`config.mk`:
```
export PLATFORM = sky130hd
export DESIGN_NAME = pd_clk_wake
export DESIGN_NICKNAME = d
export VERILOG_FILES = /design/src/rtl/pdw_pkg.sv /design/src/rtl/pdw_sync.sv /design/src/rtl/pdw_edge.sv /design/src/rtl/pdw_wake_qual.sv /design/src/rtl/pdw_seq.sv /design/src/rtl/pd_clk_wake.sv
export SDC_FILE = /design/constraint.sdc
export NUM_CORES = 1
export LEC_CHECK = 0
export BUFFER_PORTS_ARGS = -buffer_cell sky130_fd_sc_hd__buf_2
export CORE_MARGIN = 2
export CORE_UTILIZATION = 47
export DETAILED_ROUTE_END_ITERATION = 10
export PLACE_DENSITY = 0.7
export SYNTH_ARGS = -nofsm -noshare
export SYNTH_HDL_FRONTEND = slang
export SYNTH_HIERARCHICAL = 1
export SYNTH_SLANG_ARGS = --single-unit
export TNS_END_PERCENT = 100
```
`constraint.sdc`:
```
create_clock -name clk -period 2.3 [get_ports clk]
set_input_delay 0 -clock clk [delete_from_list [all_inputs] [get_ports clk]]
set_output_delay 0 -clock clk [all_outputs]
set_load 0.005 [all_outputs]
```
`src/rtl/pdw_pkg.sv`:
```
package pdw_pkg;
  typedef enum logic [1:0] {
    PS_RUN   = 2'd0,
    PS_DRAIN = 2'd1,
    PS_OFF   = 2'd2,
    PS_WIN   = 2'd3
  } pwr_state_t;

  // positions inside the synchronized input vector
  localparam int SI_PD   = 0;
  localparam int SI_TW   = 1;
  localparam int SI_SCLK = 2;
  localparam int SI_SESS = 3;
  localparam int SI_ID   = 4;
  localparam int SI_SE1  = 5;
  localparam int SI_NUM  = 6;

  // positions inside the event vector (sclk first: it is the only cause without irq)
  localparam int EV_SCLK = 0;
  localparam int EV_NUM  = 4;
endpackage

```
`src/rtl/pdw_sync.sv`:
```
module pdw_sync #(
  parameter int          W       = 6,
  parameter int          STAGES  = 2,
  parameter logic [W-1:0] RST_VAL = '0
) (
  input  logic         clk,
  input  logic         rst,
  input  logic [W-1:0] d_in,
  output logic [W-1:0] q_out
);
  logic [W-1:0] stg [STAGES];

  genvar i;
  generate
    for (i = 0; i < STAGES; i++) begin : g_stage
      if (i == 0) begin : g_first
        always_ff @(posedge clk) begin
          if (rst) stg[0] <= RST_VAL;
          else     stg[0] <= d_in;
        end
      end else begin : g_next
        always_ff @(posedge clk) begin
          if (rst) stg[i] <= RST_VAL;
          else     stg[i] <= stg[i-1];
        end
      end
    end
  endgenerate

  assign q_out = stg[STAGES-1];
endmodule

```
`src/rtl/pdw_edge.sv`:
```
module pdw_edge #(
  parameter int           W       = 4,
  parameter logic [W-1:0] RST_VAL = '0
) (
  input  logic         clk,
  input  logic         rst,
  input  logic [W-1:0] lvl,
  output logic [W-1:0] rise,
  output logic [W-1:0] fall
);
  logic [W-1:0] prev_q;

  always_ff @(posedge clk) begin
    if (rst) prev_q <= RST_VAL;
    else     prev_q <= lvl;
  end

  assign rise = lvl & ~prev_q;
  assign fall = ~lvl & prev_q;

  // a single transition produces a single-cycle event
  p_single_pulse_r6: assert property (@(posedge clk) disable iff (rst)
    (|rise) |=> ((rise & $past(rise)) == '0));
endmodule

```
`src/rtl/pdw_wake_qual.sv`:
```
module pdw_wake_qual
  import pdw_pkg::*;
#(
  parameter int N = EV_NUM
) (
  input  logic         clk,
  input  logic         rst,
  input  logic [N-1:0] rise,
  input  logic [N-1:0] fall,
  input  logic [N-1:0] rise_en,
  input  logic [N-1:0] fall_en,
  output logic         wake_any,
  output logic         wake_irq
);
  logic [N-1:0] hit;

  assign hit      = (rise & rise_en) | (fall & fall_en);
  assign wake_any = |hit;
  assign wake_irq = |(hit & ~(N'(1) << EV_SCLK));

  // an interrupt-worthy cause is always also a wake cause
  p_irq_cause_is_wake_r4: assert property (@(posedge clk) disable iff (rst)
    wake_irq |-> wake_any);
endmodule

```
`src/rtl/pdw_seq.sv`:
```
module pdw_seq
  import pdw_pkg::*;
#(
  parameter int PD_DLY  = 16,
  parameter int WIN_LEN = 12,
  parameter int SETTLE  = 4
) (
  input  logic clk,
  input  logic rst,
  input  logic pd_s,
  input  logic tw_s,
  input  logic wake_any,
  input  logic wake_irq,
  input  logic irq_clr,
  output logic clk_en,
  output logic clk_ready,
  output logic irq,
  output logic acc_ok
);
  localparam int CMAX = (PD_DLY > WIN_LEN) ? PD_DLY : WIN_LEN;
  localparam int CW   = $clog2(CMAX + 1);
  localparam int SW   = $clog2(SETTLE + 1);
  localparam logic [CW-1:0] PD_LAST  = CW'(PD_DLY - 1);
  localparam logic [CW-1:0] WIN_LAST = CW'(WIN_LEN - 1);
  localparam logic [SW-1:0] SET_MAX  = SW'(SETTLE);

  pwr_state_t    state_q, state_d;
  logic [CW-1:0] cnt_q, cnt_d;
  logic [SW-1:0] set_q, set_d;
  logic          clk_en_q, ready_q, irq_q, acc_q, pend_q;
  logic          ready_d, pend_set, irq_fire;

  always_comb begin
    state_d = state_q;
    cnt_d   = cnt_q;
    unique case (state_q)
      PS_RUN: begin
        if (pd_s) begin
          state_d = PS_DRAIN;
          cnt_d   = '0;
        end
      end
      PS_DRAIN: begin
        if (!pd_s)                 state_d = PS_RUN;
        else if (cnt_q == PD_LAST) state_d = PS_OFF;
        else                       cnt_d   = cnt_q + 1'b1;
      end
      PS_OFF: begin
        if (wake_any) begin
          state_d = PS_WIN;
          cnt_d   = '0;
        end
      end
      PS_WIN: begin
        if (!pd_s)                  state_d = PS_RUN;
        else if (wake_any)          cnt_d   = '0;
        else if (cnt_q == WIN_LAST) state_d = PS_OFF;
        else                        cnt_d   = cnt_q + 1'b1;
      end
      default: state_d = PS_RUN;
    endcase
  end

  always_comb begin
    if (state_q == PS_OFF)    set_d = '0;
    else if (set_q == SET_MAX) set_d = set_q;
    else                       set_d = set_q + 1'b1;
  end

  assign ready_d  = (state_d != PS_OFF) && (set_d == SET_MAX);
  assign pend_set = wake_irq && (state_q == PS_OFF || state_q == PS_WIN);
  assign irq_fire = pend_q && ready_q;

  always_ff @(posedge clk) begin
    if (rst) begin
      state_q  <= PS_RUN;
      cnt_q    <= '0;
      set_q    <= SET_MAX;
      clk_en_q <= 1'b1;
      ready_q  <= 1'b1;
      acc_q    <= 1'b1;
      pend_q   <= 1'b0;
      irq_q    <= 1'b0;
    end else begin
      state_q  <= state_d;
      cnt_q    <= cnt_d;
      set_q    <= set_d;
      clk_en_q <= (state_d != PS_OFF);
      ready_q  <= ready_d;
      acc_q    <= ~tw_s | ready_d;
      pend_q   <= pend_set | (pend_q & ~irq_fire);
      irq_q    <= irq_fire | (irq_q & ~irq_clr);
    end
  end

  assign clk_en    = clk_en_q;
  assign clk_ready = ready_q;
  assign irq       = irq_q;
  assign acc_ok    = acc_q;

  // ready implies the clock is enabled
  p_ready_needs_clk_r9: assert property (@(posedge clk) disable iff (rst)
    clk_ready |-> clk_en);

  // the clock only stops while power-down is requested
  p_stop_needs_pd_r2: assert property (@(posedge clk) disable iff (rst)
    $fell(clk_en) |-> $past(pd_s));

  // the interrupt holds until a clear strobe
  p_irq_sticky_r10: assert property (@(posedge clk) disable iff (rst)
    (irq && !irq_clr) |=> irq);

  // an access is refused only when the clock is not ready
  p_refuse_only_unready_r11: assert property (@(posedge clk) disable iff (rst)
    !acc_ok |-> !clk_ready);

  // the keep-alive counter stays inside its window
  p_win_range_r8: assert property (@(posedge clk) disable iff (rst)
    (state_q == PS_WIN) |-> (cnt_q <= WIN_LAST));

  // a qualified event while off enables the clock on the next edge
  p_wake_from_off_r4: assert property (@(posedge clk) disable iff (rst)
    (state_q == PS_OFF && wake_any) |=> clk_en);
endmodule

```
`src/rtl/pd_clk_wake.sv`:
```
module pd_clk_wake
  import pdw_pkg::*;
#(
  parameter int SYNC_STAGES = 2,
  parameter int PD_DLY      = 16,
  parameter int WIN_LEN     = 12,
  parameter int SETTLE      = 4
) (
  input  logic clk,
  input  logic rst,
  input  logic pd_req,
  input  logic twowire_sel,
  input  logic sclk_in,
  input  logic sess_vld,
  input  logic id_float,
  input  logic se1_line,
  input  logic en_sess_hi,
  input  logic en_id_lo,
  input  logic en_id_hi,
  input  logic en_se1_hi,
  input  logic irq_clr,
  output logic clk_en,
  output logic clk_ready,
  output logic irq,
  output logic acc_ok
);
  localparam logic [SI_NUM-1:0] SYNC_RST = SI_NUM'(1) << SI_SCLK;

  logic [SI_NUM-1:0] raw, syn;
  logic [EV_NUM-1:0] ev_lvl, ev_rise, ev_fall, rise_en, fall_en;
  logic              wake_any, wake_irq;

  assign raw = {se1_line, id_float, sess_vld, sclk_in, twowire_sel, pd_req};

  pdw_sync #(.W(SI_NUM), .STAGES(SYNC_STAGES), .RST_VAL(SYNC_RST)) u_sync (
    .clk(clk), .rst(rst), .d_in(raw), .q_out(syn)
  );

  assign ev_lvl = syn[SI_SE1:SI_SCLK];

  pdw_edge #(.W(EV_NUM), .RST_VAL(EV_NUM'(1))) u_edge (
    .clk(clk), .rst(rst), .lvl(ev_lvl), .rise(ev_rise), .fall(ev_fall)
  );

  // event order: {se1, id, sess, sclk}
  assign rise_en = {en_se1_hi, en_id_hi, en_sess_hi, 1'b0};
  assign fall_en = {1'b0, en_id_lo, 1'b0, syn[SI_TW]};

  pdw_wake_qual #(.N(EV_NUM)) u_qual (
    .clk(clk), .rst(rst),
    .rise(ev_rise), .fall(ev_fall), .rise_en(rise_en), .fall_en(fall_en),
    .wake_any(wake_any), .wake_irq(wake_irq)
  );

  pdw_seq #(.PD_DLY(PD_DLY), .WIN_LEN(WIN_LEN), .SETTLE(SETTLE)) u_seq (
    .clk(clk), .rst(rst),
    .pd_s(syn[SI_PD]), .tw_s(syn[SI_TW]),
    .wake_any(wake_any), .wake_irq(wake_irq), .irq_clr(irq_clr),
    .clk_en(clk_en), .clk_ready(clk_ready), .irq(irq), .acc_ok(acc_ok)
  );
endmodule

```
==> run metrics <==
outcome completed; largest net degree at the start of global routing 33; Total GRT Usage 15.1%; switching share of power 23.8%; Final HPWL DP 1520 um; Hold Vio Cnt, Final 0; internal reg-to-reg setup slack 400 ps; CTS sink cnt 31; Synth cell types 43; CTS Root Cell clkbuf_4; GP Congestion 0.825; Sequential Power Share 51.4%; final max-slew violation count 0; clock tree buffer depth 2; clk slew on worst S/H paths 90 ps; CP Launch Point u_seq/cnt_q[0]; initial DRC count 26; required time of the worst setup path 2560 ps; worst slew pin tran 524 ps; CP Class reg -> reg; combinational power share 13.2%; total grt overflow 0; Hold Slack 127 ps; synthesis-to-layout area growth 18.6%; Initial Utilization 48.4%; CP Launch Type register; Chip Width 56.8 um; Synth top area share 47.3%; reg-to-reg startpoint u_seq/cnt_q[0]; Synth Instances 129; I/O pin cnt 17; PwrDens 747 mW/mm^2; Fin Clk Skew 11.9 ps; Total Wirelength 2100 um; Tcrit/Tclk final 82.6%; worst skew pair latency 330 ps; net count reported at finish 174; sequential area share after synthesis 47.3%; Residual DRC 0; post-synth top area cell dfxtp_1; leakage power 0.603 nW; Final TNS setup 0 ps; WL/cell 11.1 um; relative slew slack 65.1%; Final Critical Period 1900 ps; Hold Path Stages 5; Clk pwr share 35.4%; EDFF count, synth 0; mapped cell area 0.00131 sq mm; Die Outline Area 0.00323 sq mm; Antenna Nets Post-Route 0; Site Rows 19; core footprint 0.00271 sq mm; first-pass GRT wire length 3660 um; CP arrival 2160 ps; cts bufs inserted 5; Setup-failing EPs final 0; vias in the first global route 911; vias post-DR 950; Syn. warnings 6; internal power 886 uW; CP max FO 7; Total Power 1.16 mW; initial antenna violation count 0; R2R Path End u_seq/cnt_q[4]; Worst setup EP type register; worst r2r path cells 7; hold path start en_id_lo; Synth top cells by count dfxtp_1, nor2b_1, inv_1; 1st-pass router iterations 4; vias per inst 5.03; TritonCTS clock tree done; most common cell in the synthesized netlist dfxtp_1; die height 56.8 um; Port Buffers 16; Sw Pwr 277 uW; peak supply drop 0.544 mV; Max Clk Rate 0.526 GHz; prevailing post-synth register cell dfxtp_1; hold-critical path endpoint u_seq/pend_q; main area contributors after synthesis dfxtp_1, nor2b_1, ha_1, nand2b_1, a21oi_1; Mean Syn Cell Area 10.2 sq um; Synth Register Bits 31; Post-synth ARST share 0%; total number of H-tree levels 2; final core occ 57.4%; max-cap violations 0; n_diodes 0; layout cells sized above 1 22.8%; Layout fillers 239; RSZ-0062 raised after global routing no; HP Class in -> reg
critical path: stages (launching register included):
cell     delay, ps
dfxtp_1        350
ha_1           240
and3_1         190
ha_1           230
nor3b_4        290
a21oi_4         90
a211o_1        320
a21oi_2        130
state kept, by name, summed over array words and instances (netlist names):
signal and cells:
u_edge/prev_q 4, u_seq/acc_ok 1, u_seq/clk_en 1, u_seq/clk_ready 1, u_seq/cnt_q 5, u_seq/irq 1, u_seq/pend_q 1, u_seq/set_q 3
u_seq/state_q 2, u_sync/stg 12
kinds of logic after synthesis:
| kind of cell | share of synthesized area (%) |
|---|---|
| XOR/XNOR | 0.667 |
| multiplexers | 1.14 |
| other | 0.286 |
| flip-flops | 47.3 |
| AO/OA/AOI/OAI | 16.5 |
| adder cells (fa/ha/maj) | 3.81 |
| buffers and inverters | 4.58 |
| AND/OR/NAND/NOR | 25.7 |
cell type report:
type,count,area [sq um],share of cell area [%]
Clock buffer,5,37.5,2.41
Tap cell,31,38.8,2.49
Sequential cell,31,621,39.9
Multi-Input combinational cell,89,639,41.1
Clock inverter,3,43.8,2.81
Timing Repair Buffer,23,150,9.65
Inverter,7,26.3,1.69
cell usage in the layout (no fill, tap or decap), types with 2 or more instances in the layout:
cell and count:
a21oi_1 6, a22oi_1 4, buf_2 16, clkbuf_4 5, conb_1 3, dfxtp_1 31
dlygate4sd3_1 7, ha_1 4, inv_1 7, nand2_1 5, nand2b_1 5, nand3_1 4
nor2_1 4, nor2b_1 22, nor3_1 2, or2_1 3
power groups by stage:
stage          Sequential [mW]  Combinational (mW)  Clock (mW)
2_1_floorplan            0.605               0.107           0
3_3_place_gp             0.607               0.138           0
3_5_place_dp             0.611               0.145           0
4_1_cts                  0.598               0.155       0.428
5_1_grt                  0.603               0.175       0.449
6_report                 0.597               0.153       0.412
routing by layer:
layer  wire (um)  part of all wire, %  vias to the layer above  global-route usage [%]
li1            -                    -                      500                       -
met1         963                   46                      429                    16.2
met2        1040                   49                       15                    25.6
met3          55                  2.6                        6                    4.84
met4          43                  2.0                        0                    8.97
met5           0                    0                        -                       0
worst max path at each step:
stage,cells past startpoint,slack [ps],endpoint
final,7,400,u_seq/cnt_q[4]
after global routing,7,220,u_seq/clk_ready
after CTS,7,400,u_seq/cnt_q[4]
after detailed placement,7,420,u_seq/cnt_q[4]
after global placement,7,500,u_seq/clk_ready
after floorplan,7,550,u_seq/cnt_q[4]
per-stage QoR:
stage          worst slack (ps)  instances  area, sq um
2_1_floorplan               549        131         1320
3_3_place_gp                498        174         1410
3_5_place_dp                423        174         1410
4_1_cts                     398        189         1560
5_1_grt                     223        189         1560
6_report                    399        189         1560
what timing repair did:
action / 4_1_cts / 5_1_grt
gates resized for setup: 0 / 0
endpoints found under the hold margin: 7 / 0
buffers inserted: 0 / 0
hold buffers: 7 / 0
setup endpoints to repair: 0 / 0
Note: power is estimated with default switching activity, not from simulation.
